<file path="config.mk">
export PLATFORM = sky130hd
export DESIGN_NAME = srcal_seq
export DESIGN_NICKNAME = d
export VERILOG_FILES = /design/src/rtl/srcal_pkg.sv /design/src/rtl/srcal_tick.sv /design/src/rtl/srcal_div.sv /design/src/rtl/srcal_seq.sv
export SDC_FILE = /design/constraint.sdc
export NUM_CORES = 1
export LEC_CHECK = 0
export BUFFER_PORTS_ARGS = -buffer_cell sky130_fd_sc_hd__buf_2
export CAP_MARGIN = 20
export CORE_MARGIN = 8
export CORE_UTILIZATION = 40
export CTS_CLUSTER_DIAMETER = 30
export DETAILED_ROUTE_END_ITERATION = 16
export SETUP_SLACK_MARGIN = 0.1
export SLEW_MARGIN = 15
export SYNTH_ARGS = -nofsm -noshare
export SYNTH_HDL_FRONTEND = slang
export SYNTH_SLANG_ARGS = --single-unit
</file>
<file path="constraint.sdc">
create_clock -name clk -period 2.95 [get_ports clk]
set_clock_uncertainty 0.15 [all_clocks]
set_input_delay 0 -clock clk [delete_from_list [all_inputs] [get_ports clk]]
set_output_delay 0 -clock clk [all_outputs]
set_load 0.03 [all_outputs]
</file>
<file path="src/rtl/srcal_pkg.sv">
package srcal_pkg;
  typedef enum logic [3:0] {
    S_IDLE,
    S_FORCE,
    S_SETTLE,
    S_FRCK,
    S_CFG,
    S_POLL,
    S_MDIS,
    S_FDIS,
    S_DIV,
    S_DWAIT,
    S_WRITE,
    S_OFF
  } srcal_state_e;
endpackage

</file>
<file path="src/rtl/srcal_tick.sv">
module srcal_tick #(
  parameter int CLK_PER_US = 200
) (
  input  logic clk,
  input  logic rst_n,
  input  logic en_i,
  output logic tick_o
);
  generate
    if (CLK_PER_US <= 1) begin : g_pass
      assign tick_o = en_i;
    end else begin : g_cnt
      localparam int CW = $clog2(CLK_PER_US);
      localparam logic [CW-1:0] CMAX = CW'(CLK_PER_US - 1);
      logic [CW-1:0] cnt_q, cnt_d;

      assign tick_o = en_i && (cnt_q == CMAX);

      always_comb begin
        cnt_d = cnt_q;
        if (!en_i || tick_o) cnt_d = '0;
        else                 cnt_d = cnt_q + 1'b1;
      end

      always_ff @(posedge clk or negedge rst_n) begin
        if (!rst_n) cnt_q <= '0;
        else        cnt_q <= cnt_d;
      end

      // microsecond ticks are spaced, never back to back
      assert_tick_gap_R3: assert property (@(posedge clk) disable iff (!rst_n)
        tick_o |=> !tick_o);
    end
  endgenerate
endmodule

</file>
<file path="src/rtl/srcal_div.sv">
module srcal_div #(
  parameter int NUM_W = 19,
  parameter int DEN_W = 24
) (
  input  logic             clk,
  input  logic             rst_n,
  input  logic             start_i,
  input  logic [NUM_W-1:0] num_i,
  input  logic [DEN_W-1:0] den_i,
  output logic             busy_o,
  output logic             done_o,
  output logic [NUM_W-1:0] quo_o
);
  localparam int IT_W = $clog2(NUM_W + 1);

  logic [NUM_W-1:0] quo_q, quo_d;
  logic [DEN_W-1:0] rem_q, rem_d;
  logic [IT_W-1:0]  it_q, it_d;
  logic             busy_q, busy_d, done_q, done_d;
  logic [DEN_W:0]   rem_sh, rem_sub;
  logic             fits;

  assign rem_sh  = {rem_q, quo_q[NUM_W-1]};
  assign fits    = rem_sh >= {1'b0, den_i};
  assign rem_sub = rem_sh - {1'b0, den_i};

  always_comb begin
    quo_d  = quo_q;
    rem_d  = rem_q;
    it_d   = it_q;
    busy_d = busy_q;
    done_d = 1'b0;
    if (start_i) begin
      quo_d  = num_i;
      rem_d  = '0;
      it_d   = IT_W'(NUM_W);
      busy_d = 1'b1;
    end else if (busy_q) begin
      quo_d = {quo_q[NUM_W-2:0], fits};
      rem_d = fits ? rem_sub[DEN_W-1:0] : rem_sh[DEN_W-1:0];
      it_d  = it_q - 1'b1;
      if (it_q == IT_W'(1)) begin
        busy_d = 1'b0;
        done_d = 1'b1;
      end
    end
  end

  always_ff @(posedge clk or negedge rst_n) begin
    if (!rst_n) begin
      quo_q  <= '0;
      rem_q  <= '0;
      it_q   <= '0;
      busy_q <= 1'b0;
      done_q <= 1'b0;
    end else begin
      quo_q  <= quo_d;
      rem_q  <= rem_d;
      it_q   <= it_d;
      busy_q <= busy_d;
      done_q <= done_d;
    end
  end

  assign busy_o = busy_q;
  assign done_o = done_q;
  assign quo_o  = quo_q;

  // a launched division is in progress on the following cycle
  assert_div_launch_R7: assert property (@(posedge clk) disable iff (!rst_n)
    start_i |=> busy_o);
  // completion only ever follows a busy cycle
  assert_div_finish_R7: assert property (@(posedge clk) disable iff (!rst_n)
    done_o |-> !busy_o && $past(busy_o));
endmodule

</file>
<file path="src/rtl/srcal_seq.sv">
module srcal_seq
  import srcal_pkg::*;
#(
  parameter int CLK_PER_US   = 200,
  parameter int SETTLE_US    = 1,
  parameter int POLL_US      = 10,
  parameter int TIMEOUT_US   = 200,
  parameter int REF_MHZ      = 26,
  parameter int COEF         = 17,
  parameter int METER_CYC    = 1024,
  parameter int SCALE        = 1000,
  parameter int CYC_W        = 24,
  parameter int CNT_W        = 24,
  parameter int CODE_W       = 3,
  parameter int DEFAULT_CODE = 3
) (
  input  logic              clk,
  input  logic              rst_n,
  input  logic              start_i,
  input  logic [CODE_W-1:0] force_code_i,
  input  logic              meter_valid_i,
  input  logic [CNT_W-1:0]  meter_count_i,
  output logic              osc_en_o,
  output logic              frck_en_o,
  output logic              meter_en_o,
  output logic [CYC_W-1:0]  meter_cycles_o,
  output logic [CODE_W-1:0] code_o,
  output logic              done_o
);
  localparam int NUMER = REF_MHZ * COEF * METER_CYC;
  localparam int NUM_W = $clog2(NUMER + 1);
  localparam int US_W  = $clog2(TIMEOUT_US + POLL_US + SETTLE_US + 2);
  localparam int PT_W  = (POLL_US > 1) ? $clog2(POLL_US) : 1;
  localparam int NCODE = (1 << CODE_W) - 1;

  // reset: asserted asynchronously, released through two flops
  logic [1:0] rsync_q;
  logic       rst_sn;
  always_ff @(posedge clk or negedge rst_n) begin
    if (!rst_n) rsync_q <= 2'b00;
    else        rsync_q <= {rsync_q[0], 1'b1};
  end
  assign rst_sn = rsync_q[1];

  srcal_state_e      state_q, state_d;
  logic [US_W-1:0]   us_q, us_d;
  logic [PT_W-1:0]   pt_q, pt_d;
  logic              chk_q, chk_d;
  logic [CNT_W-1:0]  cnt_q, cnt_d;
  logic [CODE_W-1:0] code_q, code_d;

  logic              tick_en, us_tick;
  logic              div_go, div_busy, div_done;
  logic [NUM_W-1:0]  div_quo;
  logic [NCODE-1:0]  above;
  logic [CODE_W-1:0] code_calc;

  assign tick_en = (state_q == S_SETTLE) || (state_q == S_POLL);
  assign div_go  = (state_q == S_DIV);

  srcal_tick #(.CLK_PER_US(CLK_PER_US)) u_tick (
    .clk    (clk),
    .rst_n  (rst_sn),
    .en_i   (tick_en),
    .tick_o (us_tick)
  );

  srcal_div #(.NUM_W(NUM_W), .DEN_W(CNT_W)) u_div (
    .clk     (clk),
    .rst_n   (rst_sn),
    .start_i (div_go),
    .num_i   (NUM_W'(NUMER)),
    .den_i   (cnt_q),
    .busy_o  (div_busy),
    .done_o  (div_done),
    .quo_o   (div_quo)
  );

  // round to nearest multiple of SCALE, saturating at NCODE
  genvar g;
  generate
    for (g = 0; g < NCODE; g++) begin : g_thr
      localparam longint unsigned THR = longint'(SCALE) * (g + 1) - SCALE / 2;
      assign above[g] = 64'(div_quo) >= THR;
    end
  endgenerate
  assign code_calc = CODE_W'($countones(above));

  always_comb begin
    state_d = state_q;
    us_d    = us_q;
    pt_d    = pt_q;
    chk_d   = chk_q;
    cnt_d   = cnt_q;
    code_d  = code_q;
    unique case (state_q)
      S_IDLE: begin
        us_d = '0;
        if (start_i) begin
          if (force_code_i != '0) begin
            code_d  = force_code_i;
            state_d = S_FORCE;
          end else begin
            state_d = S_SETTLE;
          end
        end
      end
      S_FORCE: state_d = S_IDLE;
      S_SETTLE: begin
        if (us_tick) us_d = us_q + 1'b1;
        if (us_q >= US_W'(SETTLE_US)) begin
          us_d    = '0;
          state_d = S_FRCK;
        end
      end
      S_FRCK: state_d = S_CFG;
      S_CFG: begin
        us_d    = '0;
        pt_d    = '0;
        chk_d   = 1'b1;
        state_d = S_POLL;
      end
      S_POLL: begin
        chk_d = us_tick && (pt_q == PT_W'(POLL_US - 1));
        if (us_tick) begin
          us_d = us_q + 1'b1;
          pt_d = (pt_q == PT_W'(POLL_US - 1)) ? '0 : pt_q + 1'b1;
        end
        if (chk_q && (meter_valid_i || us_q >= US_W'(TIMEOUT_US))) begin
          cnt_d   = meter_count_i;
          state_d = S_MDIS;
        end
      end
      S_MDIS: state_d = S_FDIS;
      S_FDIS: begin
        if (cnt_q == '0) begin
          code_d  = CODE_W'(DEFAULT_CODE);
          state_d = S_WRITE;
        end else begin
          state_d = S_DIV;
        end
      end
      S_DIV: state_d = S_DWAIT;
      S_DWAIT: begin
        if (div_done) begin
          code_d  = code_calc;
          state_d = S_WRITE;
        end
      end
      S_WRITE: state_d = S_OFF;
      S_OFF:   state_d = S_IDLE;
      default: state_d = S_IDLE;
    endcase
  end

  always_ff @(posedge clk or negedge rst_sn) begin
    if (!rst_sn) begin
      state_q <= S_IDLE;
      us_q    <= '0;
      pt_q    <= '0;
      chk_q   <= 1'b0;
      cnt_q   <= '0;
      code_q  <= '0;
    end else begin
      state_q <= state_d;
      us_q    <= us_d;
      pt_q    <= pt_d;
      chk_q   <= chk_d;
      cnt_q   <= cnt_d;
      code_q  <= code_d;
    end
  end

  assign osc_en_o  = !(state_q inside {S_IDLE, S_FORCE, S_OFF});
  assign frck_en_o = state_q inside {S_FRCK, S_CFG, S_POLL, S_MDIS};
  assign meter_en_o = (state_q == S_POLL);
  assign meter_cycles_o = (state_q inside {S_CFG, S_POLL}) ? CYC_W'(METER_CYC) : '0;
  assign code_o = code_q;
  assign done_o = (state_q == S_FORCE) || (state_q == S_OFF);

  // the meter only runs with oscillator and free-running clock on
  assert_meter_clocks_R3: assert property (@(posedge clk) disable iff (!rst_sn)
    meter_en_o |-> frck_en_o && osc_en_o && (meter_cycles_o == CYC_W'(METER_CYC)));
  // free-running clock stops only after the meter already stopped
  assert_teardown_order_R6: assert property (@(posedge clk) disable iff (!rst_sn)
    $fell(frck_en_o) |-> !meter_en_o && $past(!meter_en_o));
  // done arrives with every enable low
  assert_done_quiet_R10: assert property (@(posedge clk) disable iff (!rst_sn)
    done_o |-> !osc_en_o && !frck_en_o && !meter_en_o);
  // done is a single-cycle pulse
  assert_done_pulse_R10: assert property (@(posedge clk) disable iff (!rst_sn)
    done_o |=> !done_o);
  // the code moves only while the oscillator runs or at done
  assert_code_window_R10: assert property (@(posedge clk) disable iff (!rst_sn)
    !$stable(code_o) |-> osc_en_o || done_o);
endmodule

</file>
==> results.md <==
- Layout cells sized above 1: 26.6%
- Seq/Total Area, Yosys: between 30 and 40%
- Clock slew at reported path FFs: about 80 ps
- Largest family of logic cells by synthesized area: compound AO/OA/AOI/OAI gates
- Storage element area: between 0.002 and 0.003 mm^2
- Uppermost layer routed: met4
- CP Max Fanout: 2
- Router iterations before antenna repair: 5
- Detailed placement HPWL: ~12,000 um
- Root buffer cell: clkbuf_16
- Worst hold path class: input pin to flop
- Most common cell after layout, fill and taps aside: dfrtp_1
- CP Launch Type: flop
- Clk sinks: ~100
- Synth area leader: dfrtp_1
- Syn Inst Count: 741
- Grt ovf: 0
- Setup slack, reg-to-reg: -500 ps
- Clk Latency, worst-skew pair: 360 ps
- IO Count: 62
- Core Util, Final: between 50% and 60%
- Row Count: between 40 and 50
- Slew Viols, Final: 0
- Final GP Congestion: approximately 0.87
- Post-synth top area share: just under 40%
- Max Fclk: around 0.29 GHz
- Post-synth EDFFs: 0
- Die Y: about 150 um
- Vias in the first global route: about 5,600
- Max Cap Viol: 0
- Die width: 145 um
- Post-Synth XOR/XNOR Area: ~4.3%
- Complex-gate fraction of the synthesized area: 17.1%
- Worst slew pin tran: slightly above 700 ps
- Synth Area in Simple Gates: ~16%
- Fillers: around 1,500
- Status: finished with violations
- Req. time, crit path: ~3100 ps
- Synth Register Bits: approximately 100
- Initial antenna violation count: 0
- Yosys warns: 0
- Final period util: 117%
- Number of DRC markers in iteration 0: between 200 and 300
- Final WL: between 15,000 and 20,000 um
- Hold endpoint: state_q[0]
- Mux cell area share after synthesis: under 10%
- Per-cell routed wire length: between 10 and 15 um
- Worst setup EP type: flop
- Most frequent cells in the layout: dfrtp_1 (102), buf_4 (88), nor2_1 (66)
- Failing checks: negative setup slack
- Final ANT Viol Nets: 0
- Met3 WL: between 500 and 600 um
- Top cells by area, synth: dfrtp_1 (39%), ha_1 (6.2%), a21oi_1 (4.9%)
- RSZ-0062 raised after global routing: true
- First-pass GRT wire length: between 20,000 and 30,000 um
- Min cycle time layout: 3450 ps
- PwrDens: about 1400 mW/mm^2
- Layout Nets: approximately 950
- Worst reg2reg path endpoint: code_o[1]
- Leakage: a little under 4 nW
- Final hold vios: 0
- Kind of critical path: flop to flop
- Hold_sp: meter_valid_i
- Slew HR: about half
- Die area: 0.0211 mm^2
- CTS tree: yes
- CP Data Arrival Time: ~3600 ps
- WL met2: roughly 8000 um
- Final setup fails: 3
- Core ar.: between 0.015 and 0.02 mm^2
- DR vias: between 5,000 and 6,000
- Antenna cells: 0
- Syn Std Cell Area: ~0.0067 mm^2
- Drc violations: 0
- Final Power: roughly 12 mW
- Fin worst setup slack: -505 ps
- Maximum vdd drop: 815 uV
- Reg2Reg Depth: 12
- Via-to-Cell Ratio: around 5.2
- Mapped Avg Cell Area: around 9.0 um^2
- Ys flop type: dfrtp_1
- Synth Area in Adders: approximately 7.7%
- Initial core utilization: between 40% and 50%
- P&R area growth vs syn: 29.7%
- Port bufs: 38
- Asr flop ratio synth: 100%
- Max Buffers Root-to-Sink: 2
- H-Tree Level Count: 3
- Largest net degree at the start of global routing: 46
- M1 WL: between 7000 and 8000 um
- Num CTS Buffers: 9
- Multi-input gate area: roughly 0.0040 mm^2
- Gr usage total: ~15%
- Reg2reg start: u_div.quo_o[2]
- Synth unique cells: 64
- Min-Delay Path Depth: 4
cells in the mapped netlist, types with 4 or more instances:
cell type,count
nand2_1,59
or3_1,4
xnor2_1,16
inv_1,40
ha_1,33
buf_4,23
nor3b_1,4
a21oi_1,66
o21ai_1,9
nor4b_1,4
nand4_1,10
dfrtp_1,104
fa_1,5
mux2i_1,29
nand3_1,14
a31oi_1,4
o211ai_1,6
clkbuf_1,25
o21ai_0,50
o31ai_1,5
mux2_2,24
a21o_1,9
nor3_1,13
nor2_1,71
and3_1,5
o21a_1,5
nor2b_1,7
nor4_1,13
nand2b_1,9
xor2_1,17
buf_2,7
worst max-delay path by stage:
stage,start,end,slack (ps),cells after the start
floorplan,u_div.quo_o[2],code_o[1],-440,13
global placement,u_div.quo_o[16],code_o[1],-470,11
detailed placement,u_div.quo_o[16],code_o[1],-580,11
CTS,u_div.quo_o[14],code_o[1],-540,11
global route,u_div.quo_o[14],code_o[1],-650,11
finish,u_div.quo_o[2],code_o[1],-500,12
layer usage:
metal / vias to the layer above / track usage, %
li1: 2842 / -
met4: 0 / 5.62
met3: 18 / 3.51
met2: 96 / 24.7
met1: 2749 / 19.5
met5: - / 0
where the power goes:
group | internal (mW) | switching, mW
Clock | 0.677 | 0.593
Sequential | 2.05 | 0.589
Combinational | 4.17 | 4.29
Total | 6.90 | 5.47
per-stage QoR:
stage / hold slack, ps / worst slack [ps] / cell area, um^2 / TNS (ps) / instances
5_1_grt: 155 / -653 / 8660 / -1640 / 1105
3_3_place_gp: -362 / -474 / 7570 / -1170 / 1044
2_1_floorplan: -446 / -436 / 6790 / -1060 / 763
4_1_cts: 67.7 / -536 / 8210 / -1330 / 1090
3_5_place_dp: -360 / -579 / 7570 / -1460 / 1044
6_report: 71.7 / -505 / 8660 / -1190 / 1105
state kept, by name, summed over array words and instances (netlist names):
name	count
u_div.it_q	5
u_tick.g_cnt.cnt_q	8
u_div.busy_o	1
cnt_q	24
us_q	8
u_div.rem_q	24
state_q	4
u_div.quo_o	19
rsync_q	2
pt_q	4
chk_q	1
code_o	3
u_div.done_o	1
final cells by class:
type                            instances  area share [%]
Clock buffer                            9            2.60
Clock inverter                          7            1.01
Inverter                               40            1.76
Multi-Input combinational cell        560            46.3
Sequential cell                       104            30.1
Tap cell                              220            3.18
Timing Repair Buffer                  165            15.0
repair_timing:
| item | in CTS | in global routing |
|---|---|---|
| gates resized for setup | 5 | 60 |
| setup endpoints to repair | 6 | 27 |
| setup buffers | 1 | 12 |
| endpoints found under the hold margin | 29 | 0 |
| gates cloned | 0 | 4 |
| pin swaps | 4 | 30 |
| hold buffers | 29 | 0 |
critical path: stages, from the launching register on:
cell and delay (ps):
dfrtp_1 390, a21o_1 180, a21oi_1 120, nor2_1 50, o211ai_1 210, nand2_2 90
fa_1 540, inv_1 50, fa_1 470, fa_2 380, fa_1 440, o211a_1 220
o21ai_1 110
kinds of logic (layout without fill, tap and decap cells):
logic type	after synthesis	after routing
AND/OR/NAND/NOR	226	226
XOR/XNOR	33	33
adder cells (fa/ha/maj)	38	38
buffers and inverters	99	221
multiplexers	53	53
AO/OA/AOI/OAI	186	186
other	2	24
flip-flops	104	104
(Power assumes the default switching activity.)
